<file path="src/rtl/udiv_pkg.sv">
// Package: shared definitions for the sequential unsigned divider.
// Assumes: nothing beyond IEEE 1800-2017.
package udiv_pkg;

    // Controller phases: waiting for a request, or iterating.
    typedef enum logic {
        ST_IDLE = 1'b0,
        ST_RUN  = 1'b1
    } udiv_state_e;

endpackage

</file>
<file path="src/rtl/udiv_precheck.sv">
// Module: udiv_precheck
// Classifies a request before any iteration: a zero divisor, or an upper
// dividend word too large for the quotient to fit in W bits.
// Assumes: the zero check has priority, so at most one flag is set.
module udiv_precheck #(
    parameter int W = 8
) (
    input  logic [W-1:0] upper,
    input  logic [W-1:0] dvsr,
    output logic         zero_dvsr,
    output logic         too_wide
);

    // Decode the two exception conditions.
    always_comb begin
        zero_dvsr = (dvsr == '0);
        too_wide  = !zero_dvsr && (upper >= dvsr);
    end

endmodule

</file>
<file path="src/rtl/udiv_nr_step.sv">
// Module: udiv_nr_step
// One nonrestoring iteration. The partial remainder is shifted left and
// takes the top bit of the quotient/low word. The divisor is then
// subtracted if the old remainder was non-negative, or added if it was
// negative. The quotient bit is the inverted sign of the result.
// Assumes: the incoming remainder lies in [-d, d), so the result does too
// and fits in W+1 signed bits; the shift is done at W+2 bits.
module udiv_nr_step #(
    parameter int W = 8
) (
    input  logic [W:0]   prem,
    input  logic [W-1:0] qword,
    input  logic [W-1:0] dvsr,
    output logic [W:0]   prem_nxt,
    output logic [W-1:0] qword_nxt
);

    logic [W+1:0] shifted;
    logic [W+1:0] dvsr_x;
    logic [W+1:0] sum;

    // Shift, then add or subtract the divisor, choosing by the old sign.
    always_comb begin
        shifted   = {prem, qword[W-1]};
        dvsr_x    = {2'b00, dvsr};
        sum       = prem[W] ? (shifted + dvsr_x) : (shifted - dvsr_x);
        prem_nxt  = sum[W:0];
        qword_nxt = {qword[W-2:0], ~sum[W+1]};
    end

endmodule

</file>
<file path="src/rtl/udiv_rem_fix.sv">
// Module: udiv_rem_fix
// Final remainder correction: adds the divisor back once when the last
// partial remainder is negative.
// Assumes: the partial remainder lies in [-d, d), so the corrected value
// lies in [0, d) and fits in W bits.
module udiv_rem_fix #(
    parameter int W = 8
) (
    input  logic [W:0]   prem,
    input  logic [W-1:0] dvsr,
    output logic [W-1:0] rem
);

    // Pick the corrected or the raw low word.
    always_comb begin
        rem = prem[W] ? (prem[W-1:0] + dvsr) : prem[W-1:0];
    end

endmodule

</file>
<file path="src/rtl/udiv_nonrestore.sv">
// Module: udiv_nonrestore
// Top of the sequential unsigned divider: a 2W-bit dividend divided by a
// W-bit divisor, in W nonrestoring steps with exception prechecks.
// Assumes: W >= 2; start is sampled only while idle; results and flags
// are written only in the cycle done is high, and held otherwise.
module udiv_nonrestore #(
    parameter int W = 8
) (
    input  logic         clk,
    input  logic         rst_n,
    input  logic         start,
    input  logic [W-1:0] dividend_hi,
    input  logic [W-1:0] dividend_lo,
    input  logic [W-1:0] divisor,
    output logic         done,
    output logic [W-1:0] quotient,
    output logic [W-1:0] remainder,
    output logic         div_by_zero,
    output logic         overflow
);
    import udiv_pkg::*;

    localparam int CW = $clog2(W);
    localparam logic [CW-1:0] LAST_STEP = CW'(W - 1);

    udiv_state_e  state;
    logic [CW-1:0] step_cnt;
    logic [W:0]   prem_r;
    logic [W-1:0] qword_r;
    logic [W-1:0] dvsr_r;

    logic         zero_dvsr;
    logic         too_wide;
    logic [W:0]   prem_nxt;
    logic [W-1:0] qword_nxt;
    logic [W-1:0] rem_fixed;

    udiv_precheck #(.W(W)) u_check (
        .upper     (dividend_hi),
        .dvsr      (divisor),
        .zero_dvsr (zero_dvsr),
        .too_wide  (too_wide)
    );

    udiv_nr_step #(.W(W)) u_step (
        .prem      (prem_r),
        .qword     (qword_r),
        .dvsr      (dvsr_r),
        .prem_nxt  (prem_nxt),
        .qword_nxt (qword_nxt)
    );

    udiv_rem_fix #(.W(W)) u_fix (
        .prem (prem_nxt),
        .dvsr (dvsr_r),
        .rem  (rem_fixed)
    );

    // Controller and datapath registers: accept, iterate, publish.
    always_ff @(posedge clk) begin
        if (!rst_n) begin
            state       <= ST_IDLE;
            step_cnt    <= '0;
            prem_r      <= '0;
            qword_r     <= '0;
            dvsr_r      <= '0;
            done        <= 1'b0;
            quotient    <= '0;
            remainder   <= '0;
            div_by_zero <= 1'b0;
            overflow    <= 1'b0;
        end else begin
            done <= 1'b0;
            case (state)
                ST_IDLE: begin
                    if (start) begin
                        if (zero_dvsr || too_wide) begin
                            done        <= 1'b1;
                            div_by_zero <= zero_dvsr;
                            overflow    <= too_wide;
                            quotient    <= '0;
                            remainder   <= '0;
                        end else begin
                            prem_r   <= {1'b0, dividend_hi};
                            qword_r  <= dividend_lo;
                            dvsr_r   <= divisor;
                            step_cnt <= '0;
                            state    <= ST_RUN;
                        end
                    end
                end
                ST_RUN: begin
                    prem_r   <= prem_nxt;
                    qword_r  <= qword_nxt;
                    step_cnt <= step_cnt + 1'b1;
                    if (step_cnt == LAST_STEP) begin
                        done        <= 1'b1;
                        quotient    <= qword_nxt;
                        remainder   <= rem_fixed;
                        div_by_zero <= 1'b0;
                        overflow    <= 1'b0;
                        state       <= ST_IDLE;
                    end
                end
                default: state <= ST_IDLE;
            endcase
        end
    end

    // a zero divisor completes on the next edge with only its own flag.
    assert_zero_dvsr_R2: assert property (@(posedge clk) disable iff (!rst_n)
        (state == ST_IDLE && start && divisor == '0)
        |=> (done && div_by_zero && !overflow));

    // a too-large upper word completes on the next edge with the overflow flag.
    assert_quot_ovf_R3: assert property (@(posedge clk) disable iff (!rst_n)
        (state == ST_IDLE && start && divisor != '0 && dividend_hi >= divisor)
        |=> (done && overflow && !div_by_zero));

    // a legal result always has a remainder below its divisor.
    assert_rem_below_R4: assert property (@(posedge clk) disable iff (!rst_n)
        (done && !div_by_zero && !overflow) |-> (remainder < dvsr_r));

    // while iterating, the partial remainder stays inside [-d, d).
    assert_prem_range_R9: assert property (@(posedge clk) disable iff (!rst_n)
        (state == ST_RUN) |->
        (prem_r[W] ? ((~prem_r + 1'b1) <= {1'b0, dvsr_r}) : (prem_r < {1'b0, dvsr_r})));

    // a busy divider keeps its operand whatever start does.
    assert_busy_hold_R7: assert property (@(posedge clk) disable iff (!rst_n)
        (state == ST_RUN) |=> $stable(dvsr_r));

    // done falls after one cycle when no new request follows.
    assert_done_pulse_R6: assert property (@(posedge clk) disable iff (!rst_n)
        (done && !start) |=> !done);

    // results do not move on an edge that does not raise done.
    assert_hold_R8: assert property (@(posedge clk) disable iff (!rst_n)
        (!$past(!rst_n) && !done) |-> ($stable(quotient) && $stable(remainder)));

endmodule

</file>
<file path="config.mk">
export PLATFORM = sky130hd
export DESIGN_NAME = udiv_nonrestore
export DESIGN_NICKNAME = d
export VERILOG_FILES = /design/src/rtl/udiv_pkg.sv /design/src/rtl/udiv_precheck.sv /design/src/rtl/udiv_nr_step.sv /design/src/rtl/udiv_rem_fix.sv /design/src/rtl/udiv_nonrestore.sv
export SDC_FILE = /design/constraint.sdc
export NUM_CORES = 1
export LEC_CHECK = 0
export BUFFER_PORTS_ARGS = -buffer_cell sky130_fd_sc_hd__buf_4
export CAP_MARGIN = 10
export CORE_ASPECT_RATIO = 1.2
export CORE_MARGIN = 10
export CORE_UTILIZATION = 55
export CTS_BUF_LIST = sky130_fd_sc_hd__clkbuf_4 sky130_fd_sc_hd__clkbuf_8 sky130_fd_sc_hd__clkbuf_16
export DETAILED_ROUTE_END_ITERATION = 10
export PLACE_DENSITY = 0.78
export RECOVER_POWER = 50
export SYNTH_ARGS = -nofsm -noshare
export SYNTH_HDL_FRONTEND = slang
export SYNTH_SLANG_ARGS = --single-unit
</file>
<file path="constraint.sdc">
create_clock -name clk -period 7.95 [get_ports clk]
set_input_delay 1.59 -clock clk [delete_from_list [all_inputs] [get_ports clk]]
set_output_delay 1.59 -clock clk [all_outputs]
set_load 0.02 [all_outputs]
</file>
==> out/metrics.cfg, run 1 <==
[yosys]
yosysSeqAreaShare=0.331
synth_nets=389
ys_seq_elements=48
netlist.area_leader.share=0.331
synth.distinct_cells=49
synth_top_family_by_area=compound AO/OA/AOI/OAI gates
syn-instance-count=332
async_flop_share=0
yosysTopAreaCell=dfxtp_1
synthTopCellsByCount=dfxtp_1, nor2_1, ha_1
synth_mux_area_frac=0.0665
syn_area_per_cell_um2=8.73
synth_area_mm2=0.00290
ys.flop_type=dfxtp_1
synth_edf_count=0
synth_xor_xnor_area_share=0.0574
synth_compound_gate_area_share=0.183
ys_warn_count=0
synthAdderAreaFrac=0.135
synthTopCellsByArea=dfxtp_1, ha_1, nor2_1, mux2i_1, a222oi_1
yosys.area_share.simple=0.176

[timing]
relSlewSlack=0.258
finalClockSkew_ns=0.00384
rsz0062_at_grt=no
setup_viol=0
maxSlewViolCount=0
max_freq_ghz=0.255
min_period_ns=3.92
layout_setup_ws_ns=4.03
worst_pin_slew_ns=1.11
final_hold_viol_count=0
fin_crit_sh=0.493
setup_tns_ns=0

[cts]
cts_hold_buf=0
ctsRootBufferMaster=clkbuf_8
postCtsSetupRepairBufs=0
cts.path.max_buffers=2
cts_buffers=5
clock-sinks=48
cts.htree.levels=2
cts_resized=0
clk_latency_ns=0.30
path_clk_slew_ns=0.09
cts_tree=built

[global_route]
grt_pass1_vias=2449
grt_usage=0.166
grt-ovfl-total=0
antenna_found_initial=0
grt_max_degree=37
grt_pass1_wl_um=11800

[route]
routed_wl_um=7230
remaining_drc_errors=0
drt_iter0_markers=197
final_antenna_net_count=0
vias=2547
wire_per_inst_um=16.8
dr.pass1.iters=6
viasPerCell=5.91

[pwr]
p_sw_frac=0.345
intPower_mw=0.505
power_density_mw_per_mm2=237
power_frac_seq=0.354
peakVddDrop_uv=118
p_leak_nw=1.44
power.share.clock=0.269
p_sw_mw=0.266
total_power_mw=0.771
power_frac_comb=0.377

[setup_path]
end_kind=register
critPathCapture=qword_r[2]
rrSetupSlack_ns=4.23
critical_path_depth=10
startpoint=divisor[7]
cp_common_cell=nor2_1
slowest_stage=nor2_1
reg2reg_depth=14
crit_required_ns=8.17
crit_arrival_ns=4.14
worst_r2r_endpoint=remainder[7]
critical_path_peak_fanout=16
worst_setup_path_start_kind=input pin
critPathMaxStageDelay_ns=0.92
crit_family=simple AND/OR/NAND/NOR gates
cp_cell_sequence=clkbuf_1, inv_1, ha_1, nand2_1, nor3_1, a211oi_1, and2_0, nor2_1, a222oi_1, nor2_1
worst-path-buf-inv=2
r2r-start=dvsr_r[2]
worstSetupPathType=input pin to register

[status]
status=finished, final reports clean

[min_path]
hp-class=register to register
holdPathStages=2

[layout]
fin_nets=428
antenna_cells=0
syn_to_final_growth_pct=12.3
layout-drive-gt1-share=0.0970
fin_util=0.650

[placement]
hpwl_um=5520
io_buffers=45
pre_cts_slack_ns=4.17
gp_congestion=0.932

[die]
io_pins=46
placementRows=28
initial_utilization=0.579
core_area_mm2=0.00501
die_w_um=86.3
dieArea_mm2=0.00859
die-height_um=99.5

[run]
max-cap-violations=0

## worst min-delay path by stage
stage | from | end | slack [ns]
final | remainder[6] | remainder[6] | 0.45
after global routing | remainder[7] | remainder[7] | 0.47
after CTS | remainder[7] | remainder[7] | 0.45
after global placement | remainder[0] | remainder[0] | 0.44
after floorplan | step_cnt[1] | step_cnt[1] | 0.47
after detailed placement | remainder[7] | remainder[7] | 0.44
## state kept, by name (all words and copies together), names as in the netlist
name and cells:
prem_r 9, quotient 8, qword_r 8, remainder 8, div_by_zero 1, step_cnt 3
done 1, state 1, overflow 1, dvsr_r 8
## kinds of logic after synthesis
logic type                 Yosys count
DFF                                 48
xor gates and xnor gates            19
AOI/OAI and AO/OA                   79
and+or+nand+nor                    106
buffers and inverters               31
muxes                               19
adders and majority gates           30
## per-layer routing
metal / routed length, um / vias to the layer above / track usage
li1: - / 1261 / -
met1: 3050 / 1191 / 0.193
met2: 3570 / 78 / 0.282
met3: 399 / 17 / 0.0408
met4: 208 / 0 / 0.0699
met5: 0 / - / 0
## stage by stage
step	std cells	cell area [um^2]	hold slack, ns
2_1_floorplan	332	2900	0.470
3_3_place_gp	424	3230	0.437
3_5_place_dp	424	3230	0.441
4_1_cts	431	3360	0.454
5_1_grt	431	3260	0.472
6_report	431	3260	0.447
## power groups by stage
stage	Sequential, mW	Clock, mW	Combinational (mW)
6_report	0.273	0.207	0.291
5_1_grt	0.275	0.216	0.326
4_1_cts	0.273	0.209	0.294
3_5_place_dp	0.278	0	0.292
3_3_place_gp	0.278	0	0.287
2_1_floorplan	0.270	0	0.241
## layout make-up
| cell class | instances | area (um^2) |
|---|---|---|
| multi-input cells | 253 | 1760 |
| well taps | 60 | 75.1 |
| repair buffers | 45 | 263 |
| fillers | 467 | 1750 |
| inverters | 18 | 67.6 |
| clock buffers | 5 | 68.8 |
| flip-flops and latches | 48 | 961 |
| clock inverters | 2 | 60.1 |
## worst min-delay path, delay by kind of cell (launching register included)
kind            cells  cell delay [ns]
compound gates      1             0.05
flops               1             0.32
simple gates        1             0.05
## cell usage in the layout, fill, tap and decap left out, types with 3 or more instances in the layout
| cell | instances |
|---|---|
| o21ai_0 | 6 |
| a222oi_1 | 11 |
| a22oi_1 | 10 |
| a21oi_1 | 20 |
| nor2b_1 | 4 |
| clkbuf_1 | 20 |
| a21o_1 | 3 |
| nand3_1 | 4 |
| a211oi_1 | 9 |
| o21ai_1 | 12 |
| mux2i_1 | 17 |
| clkbuf_8 | 5 |
| ha_1 | 28 |
| xor2_1 | 11 |
| nand2_1 | 24 |
| nor3_1 | 6 |
| nor2_1 | 49 |
| and3_1 | 3 |
| buf_4 | 25 |
| xnor2_1 | 8 |
| dfxtp_1 | 48 |
| inv_1 | 17 |
(Power assumes the default switching activity.)
==> inputs of run 2 (changes only) <==
clock period = 3.81 ns   (was 7.95 ns; I/O delays follow)
==> out/metrics.cfg, run 2 (synthesized netlist as in run 1, its figures left out) <==
[placement]
hpwl_um=5680  ; +3.0%
io_buffers=45  ; unchanged
postPlaceCellArea_mm2=0.00326  ; +0.93%
gp_congestion=0.912  ; -2.2%

[global_route]
grt_pass1_wl_um=12100  ; +2.6%
grt_usage=0.171  ; +0.00434
grt_pass1_vias=2605  ; +6.4%
grt-ovfl-total=0  ; unchanged
grt_max_degree=23  ; -38%
antenna_found_initial=0  ; unchanged

[die]
initial_utilization=0.579  ; unchanged
die_w_um=86.3  ; unchanged
io_pins=46  ; unchanged
placementRows=28  ; unchanged
core_area_mm2=0.00501  ; unchanged
die-height_um=99.5  ; unchanged
dieArea_mm2=0.00859  ; unchanged

[cts]
cts_resized=0  ; unchanged
path_clk_slew_ns=0.09  ; about the same
cts_tree=built
clk_latency_ns=0.30  ; about the same
postCtsSetupRepairBufs=0  ; unchanged
ctsRootBufferMaster=clkbuf_8
cts.path.max_buffers=2  ; unchanged
cts_hold_buf=0  ; unchanged
clock-sinks=48  ; unchanged
cts.htree.levels=2  ; unchanged
cts_buffers=5  ; unchanged

[layout]
layout_commonest_cell=nor2_1
regMostFlops=prem_r
layout-drive-gt1-share=0.120  ; +0.0226
syn_to_final_growth_pct=13.6
design_area_mm2=0.00329  ; +1.1%
fin_nets=432  ; +0.93%
antenna_cells=0  ; unchanged
largest_register_ffs=9  ; unchanged
final_cell_mix=nor2_1, dfxtp_1, buf_4

[timing]
worst_hold_slack_ns=0.451  ; +0.00390 ns
maxSlewViolCount=0  ; unchanged
rsz0062_at_grt=no
fin_crit_sh=0.918
relSlewSlack=0.265  ; +0.00665
max_freq_ghz=0.286
setup_viol=0  ; unchanged
worst_pin_slew_ns=1.10  ; -0.00994 ns
finalClockSkew_ns=0.00579  ; +0.00195 ns
setup_tns_ns=0  ; unchanged
final_hold_viol_count=0  ; unchanged
min_period_ns=3.50

[run]
max-cap-violations=0  ; unchanged

[route]
routed-wl-met3_um=482  ; +21%
top_layer_used=met4
met1_length_um=2960  ; -3.0%
routed_wl_um=7400  ; +2.3%
viasPerCell=5.86  ; -0.91%
remaining_drc_errors=0  ; unchanged
dr.pass1.iters=4  ; -2
final_antenna_net_count=0  ; unchanged
vias=2553  ; +0.24%
wire_per_inst_um=17.0  ; +1.1%
drt_iter0_markers=163  ; -17%
met2_length_um=3660  ; +2.5%

[pwr]
power.share.clock=0.246  ; -0.023
p_leak_nw=1.46  ; +1.4%
p_sw_frac=0.359  ; +0.0134
intPower_mw=1.02  ; +100%
power_frac_seq=0.352  ; -0.002
power_density_mw_per_mm2=483  ; +100%
peakVddDrop_uv=280  ; +140%
power_frac_comb=0.402  ; +0.025
p_sw_mw=0.570  ; +110%

[setup_path]
worst_setup_path_start_kind=register
end_kind=register
cp_common_cell=xor2_1
rrSetupSlack_ns=0.31  ; -3.92 ns
crit_required_ns=4.05  ; -4.12 ns
r2r-start=dvsr_r[1]
worstSetupPathType=register to register
cp_cell_sequence=inv_1, ha_1, mux2_2, fa_1, a211oi_2, o21bai_1, a21oi_1, xor2_1, inv_1, ha_1, a21oi_1, a31oi_1, xor2_1, nand2_1, xor2_1, o21ai_1
critPathMaxStageDelay_ns=0.49  ; -0.43 ns
critical_path_peak_fanout=6  ; -10
crit_arrival_ns=3.73  ; -0.41 ns
slowest_stage=fa_1
reg2reg_depth=16  ; +2
worst_r2r_endpoint=remainder[7]

[min_path]
hold_start=remainder[5]
holdPathStages=2  ; unchanged
hp-class=register to register
hold_end=remainder[5]

[status]
status=finished, final reports clean

[run 2: per-stage QoR]
step / setup slack [ns] / cells / util / total power [mW]
final: 0.314 / 436 / 0.657 / 1.59
after global routing: 0.0634 / 436 / 0.657 / 1.69
after CTS: 0.141 / 436 / 0.675 / 1.60
after detailed placement: 0.193 / 428 / 0.651 / 1.21
after global placement: 0.346 / 428 / 0.651 / 1.19
after floorplan: 0.536 / 332 / - / 1.07
[run 2: power by group through the flow]
stage | Clock [mW] | Sequential (mW) | Combinational [mW]
5_1_grt | 0.422 | 0.563 | 0.707
3_3_place_gp | 0 | 0.569 | 0.616
6_report | 0.391 | 0.559 | 0.639
4_1_cts | 0.399 | 0.558 | 0.642
3_5_place_dp | 0 | 0.570 | 0.637
2_1_floorplan | 0 | 0.564 | 0.502
[run 2: layer usage]
metal,vias to the layer above,track usage
met5,-,0
met4,0,0.0799
met3,22,0.0457
met2,78,0.296
met1,1182,0.187
li1,1271,-
[run 2: worst max-delay path, delay by kind of cell (launching register included)]
kind,cells,cell delay [ns]
XOR/XNOR,3,0.58
AND/OR/NAND/NOR,1,0.08
flip-flops,1,0.39
buffers and inverters,2,0.16
multiplexers,1,0.29
adder cells (fa/ha/maj),3,1.07
AO/OA/AOI/OAI,6,0.87
[run 2: layout make-up]
cell class              instances  area [um^2]
repair buffers                 49          293
inverters                      18         67.6
well taps                      60         75.1
flip-flops and latches         48          963
clock inverters                 2         38.8
fillers                       455         1720
clock buffers                   6         82.6
multi-input cells             253         1770
[run 2: how the worst max path moves through the flow]
stage / to / slack, ns / cells after the start / from
2_1_floorplan: remainder[7] / 0.54 / 16 / dvsr_r[1]
3_3_place_gp: remainder[7] / 0.35 / 16 / dvsr_r[1]
3_5_place_dp: remainder[7] / 0.19 / 16 / dvsr_r[0]
4_1_cts: remainder[7] / 0.14 / 16 / dvsr_r[0]
5_1_grt: remainder[7] / 0.06 / 16 / dvsr_r[1]
6_report: remainder[7] / 0.31 / 16 / dvsr_r[1]
